`config.mk`:
```
export PLATFORM = sky130hd
export DESIGN_NAME = nrzi_pkt_tx
export DESIGN_NICKNAME = d
export VERILOG_FILES = /design/src/rtl/nrzi_tx_pkg.sv /design/src/rtl/nrzi_tx_stuff_cnt.sv /design/src/rtl/nrzi_tx_line.sv /design/src/rtl/nrzi_tx_ctrl.sv /design/src/rtl/nrzi_pkt_tx.sv
export SDC_FILE = /design/constraint.sdc
export NUM_CORES = 1
export LEC_CHECK = 0
export BUFFER_PORTS_ARGS = -buffer_cell sky130_fd_sc_hd__buf_2
export CORE_UTILIZATION = 50
export DETAILED_ROUTE_END_ITERATION = 10
export GPL_TIMING_DRIVEN = 0
export PLACE_DENSITY = 0.69
export SYNTH_ARGS = -nofsm -noshare
export SYNTH_HDL_FRONTEND = slang
export SYNTH_SLANG_ARGS = --single-unit
export TNS_END_PERCENT = 20
```
`constraint.sdc`:
```
create_clock -name clk -period 2.02 [get_ports clk]
set_input_delay 0.303 -clock clk [delete_from_list [all_inputs] [get_ports clk]]
set_output_delay 0.303 -clock clk [all_outputs]
set_load 0.01 [all_outputs]
```
`src/rtl/nrzi_tx_pkg.sv`:
```
// Shared types for the NRZI packet serializer.
package nrzi_tx_pkg;
    // Packet phase of the serializer.
    typedef enum logic [2:0] {
        TX_IDLE,
        TX_SYNC,
        TX_DATA,
        TX_EOP_SE0,
        TX_EOP_J
    } tx_state_e;
endpackage

```
`src/rtl/nrzi_tx_stuff_cnt.sv`:
```
// Run-length counter of consecutive one bits.
// Raises stuff_due when STUFF_LEN ones have gone out in a row.
// Assumes bit_go marks each bit placed on the line and that an inserted
// bit is reported as a zero.
module nrzi_tx_stuff_cnt #(
    parameter int STUFF_LEN = 6
) (
    input  logic clk,
    input  logic rst_n,
    input  logic clear,
    input  logic bit_go,
    input  logic bit_val,
    output logic stuff_due
);
    localparam int OW = $clog2(STUFF_LEN + 1);

    logic [OW-1:0] ones;

    // Count ones and restart on any zero or while the line is idle.
    always_ff @(posedge clk) begin
        if (!rst_n || clear) begin
            ones <= '0;
        end else if (bit_go) begin
            ones <= bit_val ? ones + OW'(1) : '0;
        end
    end

    assign stuff_due = (ones == OW'(STUFF_LEN));

    // The run never grows past the stuffing limit.
    a_r4_ones_bounded: assert property (@(posedge clk) disable iff (!rst_n)
        ones <= OW'(STUFF_LEN));
endmodule

```
`src/rtl/nrzi_tx_line.sv`:
```
// Line state keeper and pin mapper.
// Holds the J/K level, flips it on each zero bit and forces J when asked.
// Maps the level to the wire pair by speed, and forces both wires low
// during single-ended zero.
// Assumes low_speed is static while a packet is on the line.
module nrzi_tx_line (
    input  logic clk,
    input  logic rst_n,
    input  logic low_speed,
    input  logic bit_go,
    input  logic bit_val,
    input  logic to_j,
    input  logic se0_on,
    output logic dp,
    output logic dm
);
    logic lvl_j;
    logic j_dp;

    // Track line level: 1 = J, 0 = K.
    always_ff @(posedge clk) begin
        if (!rst_n) begin
            lvl_j <= 1'b1;
        end else if (to_j) begin
            lvl_j <= 1'b1;
        end else if (bit_go && !bit_val) begin
            lvl_j <= ~lvl_j;
        end
    end

    // Map the abstract level onto the two wires.
    always_comb begin
        j_dp = ~low_speed;
        if (se0_on) begin
            dp = 1'b0;
            dm = 1'b0;
        end else begin
            dp = lvl_j ? j_dp : ~j_dp;
            dm = lvl_j ? ~j_dp : j_dp;
        end
    end

    a_r7_se0_both_low: assert property (@(posedge clk) disable iff (!rst_n)
        se0_on |-> (!dp && !dm));
    a_r7_differential: assert property (@(posedge clk) disable iff (!rst_n)
        !se0_on |-> (dp != dm));
endmodule

```
`src/rtl/nrzi_tx_ctrl.sv`:
```
// Packet sequencer.
// Sends the sync pattern, shifts bytes out LSB first, inserts a stuffed
// bit when told, then runs the end-of-packet sequence and releases the line.
// Assumes in_valid stays high from a packet's first byte until its final
// byte is taken.
module nrzi_tx_ctrl
    import nrzi_tx_pkg::*;
#(
    parameter int DATA_W       = 8,
    parameter int SYNC_LEN     = 8,
    parameter int EOP_SE0_BITS = 2
) (
    input  logic              clk,
    input  logic              rst_n,
    input  logic              bit_tick,
    input  logic [DATA_W-1:0] in_data,
    input  logic              in_valid,
    input  logic              in_last,
    output logic              in_ready,
    input  logic              stuff_due,
    output logic              bit_go,
    output logic              bit_val,
    output logic              to_j,
    output logic              se0_on,
    output logic              oe_on,
    output logic              run_clear
);
    localparam int CNT_MAX = (SYNC_LEN > DATA_W) ? SYNC_LEN : DATA_W;
    localparam int CW = $clog2(CNT_MAX);
    localparam int EW = (EOP_SE0_BITS > 1) ? $clog2(EOP_SE0_BITS) : 1;
    localparam logic [CW-1:0] SYNC_END = CW'(SYNC_LEN - 1);
    localparam logic [CW-1:0] DATA_END = CW'(DATA_W - 1);
    localparam logic [EW-1:0] EOP_END  = EW'(EOP_SE0_BITS - 1);

    tx_state_e         st;
    logic [CW-1:0]     cnt;
    logic [EW-1:0]     ecnt;
    logic [DATA_W-1:0] sh;
    logic              last_f;
    logic              done;
    logic              take_sync;
    logic              take_data;

    // Byte handshake: only on the strobe that sends a byte's final bit.
    always_comb begin
        take_sync = bit_tick && (st == TX_SYNC) && (cnt == SYNC_END);
        take_data = bit_tick && (st == TX_DATA) && !stuff_due && !done
                    && (cnt == DATA_END) && !last_f;
        in_ready  = take_sync || take_data;
    end

    // Decide which bit, if any, goes out on this strobe.
    always_comb begin
        bit_go  = 1'b0;
        bit_val = 1'b0;
        case (st)
            TX_IDLE: bit_go = bit_tick && in_valid;
            TX_SYNC: begin
                bit_go  = bit_tick;
                bit_val = (cnt == SYNC_END);
            end
            TX_DATA: begin
                bit_go  = bit_tick && (stuff_due || !done);
                bit_val = stuff_due ? 1'b0 : sh[0];
            end
            default: ;
        endcase
        to_j      = bit_tick && (st == TX_EOP_SE0) && (ecnt == EOP_END);
        se0_on    = (st == TX_EOP_SE0);
        oe_on     = (st != TX_IDLE);
        run_clear = (st == TX_IDLE);
    end

    // Advance the packet phase, bit counters and shift register per strobe.
    always_ff @(posedge clk) begin
        if (!rst_n) begin
            st     <= TX_IDLE;
            cnt    <= '0;
            ecnt   <= '0;
            sh     <= '0;
            last_f <= 1'b0;
            done   <= 1'b0;
        end else if (bit_tick) begin
            case (st)
                TX_IDLE: if (in_valid) begin
                    st  <= TX_SYNC;
                    cnt <= CW'(1);
                end
                TX_SYNC: if (cnt == SYNC_END) begin
                    st     <= TX_DATA;
                    cnt    <= '0;
                    sh     <= in_data;
                    last_f <= in_last;
                    done   <= 1'b0;
                end else begin
                    cnt <= cnt + CW'(1);
                end
                TX_DATA: if (stuff_due) begin
                    st <= TX_DATA;
                end else if (done) begin
                    st   <= TX_EOP_SE0;
                    ecnt <= '0;
                end else if (cnt == DATA_END) begin
                    cnt <= '0;
                    if (last_f) begin
                        done <= 1'b1;
                    end else begin
                        sh     <= in_data;
                        last_f <= in_last;
                    end
                end else begin
                    cnt <= cnt + CW'(1);
                    sh  <= sh >> 1;
                end
                TX_EOP_SE0: if (ecnt == EOP_END) begin
                    st <= TX_EOP_J;
                end else begin
                    ecnt <= ecnt + EW'(1);
                end
                TX_EOP_J: st <= TX_IDLE;
                default:  st <= TX_IDLE;
            endcase
        end
    end

    // Upstream must hold a byte whenever one is taken.
    a_r8_taken_byte_valid: assert property (@(posedge clk) disable iff (!rst_n)
        in_ready |-> in_valid);
    a_r8_no_take_in_eop: assert property (@(posedge clk) disable iff (!rst_n)
        se0_on |-> !in_ready);
    a_r8_no_take_on_stuff: assert property (@(posedge clk) disable iff (!rst_n)
        (bit_go && stuff_due) |-> !in_ready);
endmodule

```
`src/rtl/nrzi_pkt_tx.sv`:
```
// NRZI packet serializer top.
// Ties the sequencer, the ones-run counter and the line mapper together.
// Assumes bit_tick is a one-cycle strobe at the chosen bit rate and that
// low_speed changes only while the line is released.
module nrzi_pkt_tx #(
    parameter int DATA_W       = 8,
    parameter int SYNC_LEN     = 8,
    parameter int STUFF_LEN    = 6,
    parameter int EOP_SE0_BITS = 2
) (
    input  logic              clk,
    input  logic              rst_n,
    input  logic              bit_tick,
    input  logic              low_speed,
    input  logic [DATA_W-1:0] in_data,
    input  logic              in_valid,
    input  logic              in_last,
    output logic              in_ready,
    output logic              dp_out,
    output logic              dm_out,
    output logic              se0_out,
    output logic              oe_out
);
    logic stuff_due;
    logic bit_go;
    logic bit_val;
    logic to_j;
    logic run_clear;

    nrzi_tx_ctrl #(
        .DATA_W       (DATA_W),
        .SYNC_LEN     (SYNC_LEN),
        .EOP_SE0_BITS (EOP_SE0_BITS)
    ) u_ctrl (
        .clk       (clk),
        .rst_n     (rst_n),
        .bit_tick  (bit_tick),
        .in_data   (in_data),
        .in_valid  (in_valid),
        .in_last   (in_last),
        .in_ready  (in_ready),
        .stuff_due (stuff_due),
        .bit_go    (bit_go),
        .bit_val   (bit_val),
        .to_j      (to_j),
        .se0_on    (se0_out),
        .oe_on     (oe_out),
        .run_clear (run_clear)
    );

    nrzi_tx_stuff_cnt #(
        .STUFF_LEN (STUFF_LEN)
    ) u_stuff (
        .clk       (clk),
        .rst_n     (rst_n),
        .clear     (run_clear),
        .bit_go    (bit_go),
        .bit_val   (bit_val),
        .stuff_due (stuff_due)
    );

    nrzi_tx_line u_line (
        .clk       (clk),
        .rst_n     (rst_n),
        .low_speed (low_speed),
        .bit_go    (bit_go),
        .bit_val   (bit_val),
        .to_j      (to_j),
        .se0_on    (se0_out),
        .dp        (dp_out),
        .dm        (dm_out)
    );

    // Line controls only move on a strobe.
    a_r9_quiet_between_ticks: assert property (@(posedge clk) disable iff (!rst_n)
        !bit_tick |=> ($stable(oe_out) && $stable(se0_out)));
    // Single-ended zero is followed by a driven differential state.
    a_r6_j_follows_se0: assert property (@(posedge clk) disable iff (!rst_n)
        $fell(se0_out) |-> (oe_out && (dp_out != dm_out)));
    // Release only happens after a non-SE0 bit time.
    a_r10_release_after_j: assert property (@(posedge clk) disable iff (!rst_n)
        $fell(oe_out) |-> !$past(se0_out));
endmodule

```
==> impl_results.md <==
* DR WL/cell at between 10 and 15 um
* Power Dens Cells at just under 600 nW/um2
* CTS root buf: clkbuf_4
* Share of cells above drive strength 1 at approximately 28%
* Crit path top cell by count: ha_1
* CTS Hold Bufs at 0
* Inserted Diodes at 0
* Clock Latency Late Sink at around 300 ps
* Slew Limit Fails at 0
* Outcome: finished, final reports clean
* Worst vdd ir at 0.462 mV
* PortBufs at 17
* Post-Syn Nets at about 160
* Largest delay share family, worst path: adder cells
* #FFs+latches synth at 21
* Routed Antenna Nets at 0
* H-tree depth at 1
* Worst Setup End Kind: flop
* Setup tns final at 0 ps
* Synth Flop Type: dfxtp_1
* Syn Inst Count at about 150
* Area Growth Syn to Fin at 15.0%
* Pin count of the biggest net entering global routing at 13
* Comb pwr share at around a quarter
* Skew final at between 2 and 3 ps
* Layout Nets at 188
* Clk pin slew, worst setup/hold paths at 120 ps
* Die area at between 2000 and 3000 um2
* Hold Path Class: input port to flop
* FFs w/ async S/R, synth at 0%
* Via Count at between 1000 and 1500
* Num CTS Buffers at 3
* GRT Total Usage at around 22%
* Pre-CTS setup slack at 19.2 ps
* Max cap viols at 0
* Capture point of the worst reg-to-reg path: u_ctrl.sh[2]
* Post-synthesis mux area share at around 14%
* Warnings from Yosys at 0
* # DRC at 0
* Sequential area share after synthesis at 32.7%
* Vias per cell at a little under 6
* Synth Area in Adders at ~4%
* Initial Util at a little under three fifths
* Placer Congestion at approximately 0.81
* Static Leakage at approximately 0.67 nW
* Tmin final at roughly 1900 ps
* Sequential share of power at about half
* Num ports at 19
* Clock sinks at 21
* Total Power at about 0.00085 W
* Clock Tree Buf Depth at 2
* Simple-gate share of the synthesized area at between 20% and 30%
* Commonest non-fill, non-tap cells in the layout: nand2_1 (26), dfxtp_1 (19), buf_2 (18)
* CTS tree: built
* Final worst path period share at between 90% and 100%
* CP endpoint: u_ctrl.sh[2]
* Crit path max fanout at 7
* Max Clk Rate at 0.515 GHz
* Synth Area in XOR/XNOR at less than 1%
* Kind of critical path: flop to flop
* Synth Area in Compound Gates at between 15 and 20%
* Internal at 0.000601 W
* Synth cell types at 50
* Crit. path cell count at 7
* Clock Power Share at around a quarter
* Slowest library cell on the worst path: dfxtp_1
* Final worst setup slack at about 80 ps
* CP Cell Sequence: ha_1 -> ha_1 -> nor4b_4 -> buf_4 -> mux2_2 -> nand2_1 -> mux2i_1
* Switch Pwr at around 0.00025 W
* Syn Area/Cell at 8.85 um2
* Final hold vios at 0
* Rows at 17
* Number of global-route vias before repair at about 1000
* Setup violators final at 0
* Synth Cell Area at between 1000 and 1500 um2
* Worst reg-to-reg setup slack at approximately 80 ps
* DP HPWL at between 1.5 and 2 mm
* CP Buf/Inv Count at 1
* Slew HR at approximately 59%
* Fill count at about 210
* Critical Path RT at about 2200 ps
* Setup crit start: u_ctrl.cnt[0]
* Sw frac at a little under 30%
* R2R Path Start: u_ctrl.cnt[0]
* EDFF count, synth at 0
* Chip height at between 50 and 60 um
* WL final at roughly 2.6 mm
* Worst-Margin Slew at between 600 and 700 ps
* Chip Width at approximately 53 um
* First-pass GRT wire length at 4.53 mm
* Largest family of logic cells by synthesized area: simple AND/OR/NAND/NOR gates
* Drt first pass iters at 4
* Iter 0 DRT Violations at 23
* Worst Reg-to-Reg Cells at 7
* Worst path max stage delay at around 350 ps
* Arr. time, crit path at 2120 ps
* Commonest non-fill, non-tap cell in the layout: nand2_1
* Crit path launch type: flop
* Grt ovf at 0
* Antenna violations before repair at 0
* Core Region at 2320 um2
## power by group through the flow
stage / sequential (W) / combinational (W) / clock [W]
floorplan: 0.000447 / 0.000147 / 0
global placement: 0.000451 / 0.000191 / 0
detailed placement: 0.000451 / 0.000196 / 0
CTS: 0.000442 / 0.000201 / 0.000210
global route: 0.000445 / 0.000230 / 0.000235
finish: 0.000442 / 0.000208 / 0.000204
## cell usage after synthesis (2+ instances only)
cell      number  area [um2]
nand3_1        4        20.0
ha_1           4        50.1
mux2i_1       10         100
buf_2          2        10.0
nand3b_1       2        15.0
and3_1         3        18.8
nand2b_1       6        37.5
dfxtp_1       21         420
a21oi_1        8        40.0
or3_1          2        12.5
nor2_1         4        15.0
mux2_2         7        78.8
a21o_1         2        15.0
nand4_1        2        12.5
clkbuf_1       3        11.3
nand2_1       27         101
inv_1          5        18.8
## registers in the layout, summed over array words and instances (netlist names)
name	cells
u_ctrl.sh	8
u_ctrl.cnt	3
u_ctrl.st	3
u_stuff.ones	3
u_ctrl.done	1
u_ctrl.ecnt	1
u_ctrl.last_f	1
u_line.lvl_j	1
## stage by stage
stage | utilization (%) | cell area (um2) | instances | hold WS (ps)
floorplan | - | 1280 | 145 | 435
global placement | 60.6 | 1400 | 190 | 442
detailed placement | 60.6 | 1400 | 190 | 454
CTS | 62.4 | 1450 | 195 | 251
global route | 63.7 | 1480 | 197 | 243
finish | 63.7 | 1480 | 197 | 255
## final cells by class
class | instances | area (um2) | share of cell area, %
clock inverter | 1 | 5.00 | 0.339
multi-input combinational | 112 | 822 | 55.7
timing repair buffer | 20 | 108 | 7.29
clock buffer | 3 | 22.5 | 1.53
buffer | 7 | 42.5 | 2.88
sequential | 21 | 423 | 28.6
tap | 28 | 35.0 | 2.37
inverter | 5 | 18.8 | 1.27
## metal layers
metal / share of wire, % / global-route usage, %
met4: 0.64 / 7.89
met3: 3.3 / 3.48
met5: 0 / 0
met1: 51 / 31.5
met2: 45 / 34.2
## worst min path at each step
stage	startpoint	to	slack, ps	cells after the start
finish	in_last	u_ctrl.last_f	260	3
global route	in_last	u_ctrl.last_f	240	3
CTS	in_last	u_ctrl.last_f	250	3
detailed placement	u_ctrl.sh[2]	u_ctrl.sh[2]	450	2
global placement	u_ctrl.sh[5]	u_ctrl.sh[5]	440	2
floorplan	u_ctrl.sh[1]	u_ctrl.sh[1]	430	2
## worst min-delay path, stage by stage
cell	delay, ps
buf_2	90
nand4_1	70
a21oi_1	50
## repair_timing
item                                   in CTS  in global routing
setup endpoints to repair                   2                  8
buffers inserted                            1                  2
pin swaps                                   1                  4
gates resized for setup                     2                  6
endpoints found under the hold margin       0                  0
## kinds of logic (layout without fill, tap and decap cells)
group	after synthesis	after routing
muxes	17	17
and+or+nand+nor	61	61
buffers and inverters	12	36
xor gates and xnor gates	1	1
AOI/OAI and AO/OA	29	29
adders and majority gates	4	4
DFF	21	21
Power figures use the tool's default switching activity.
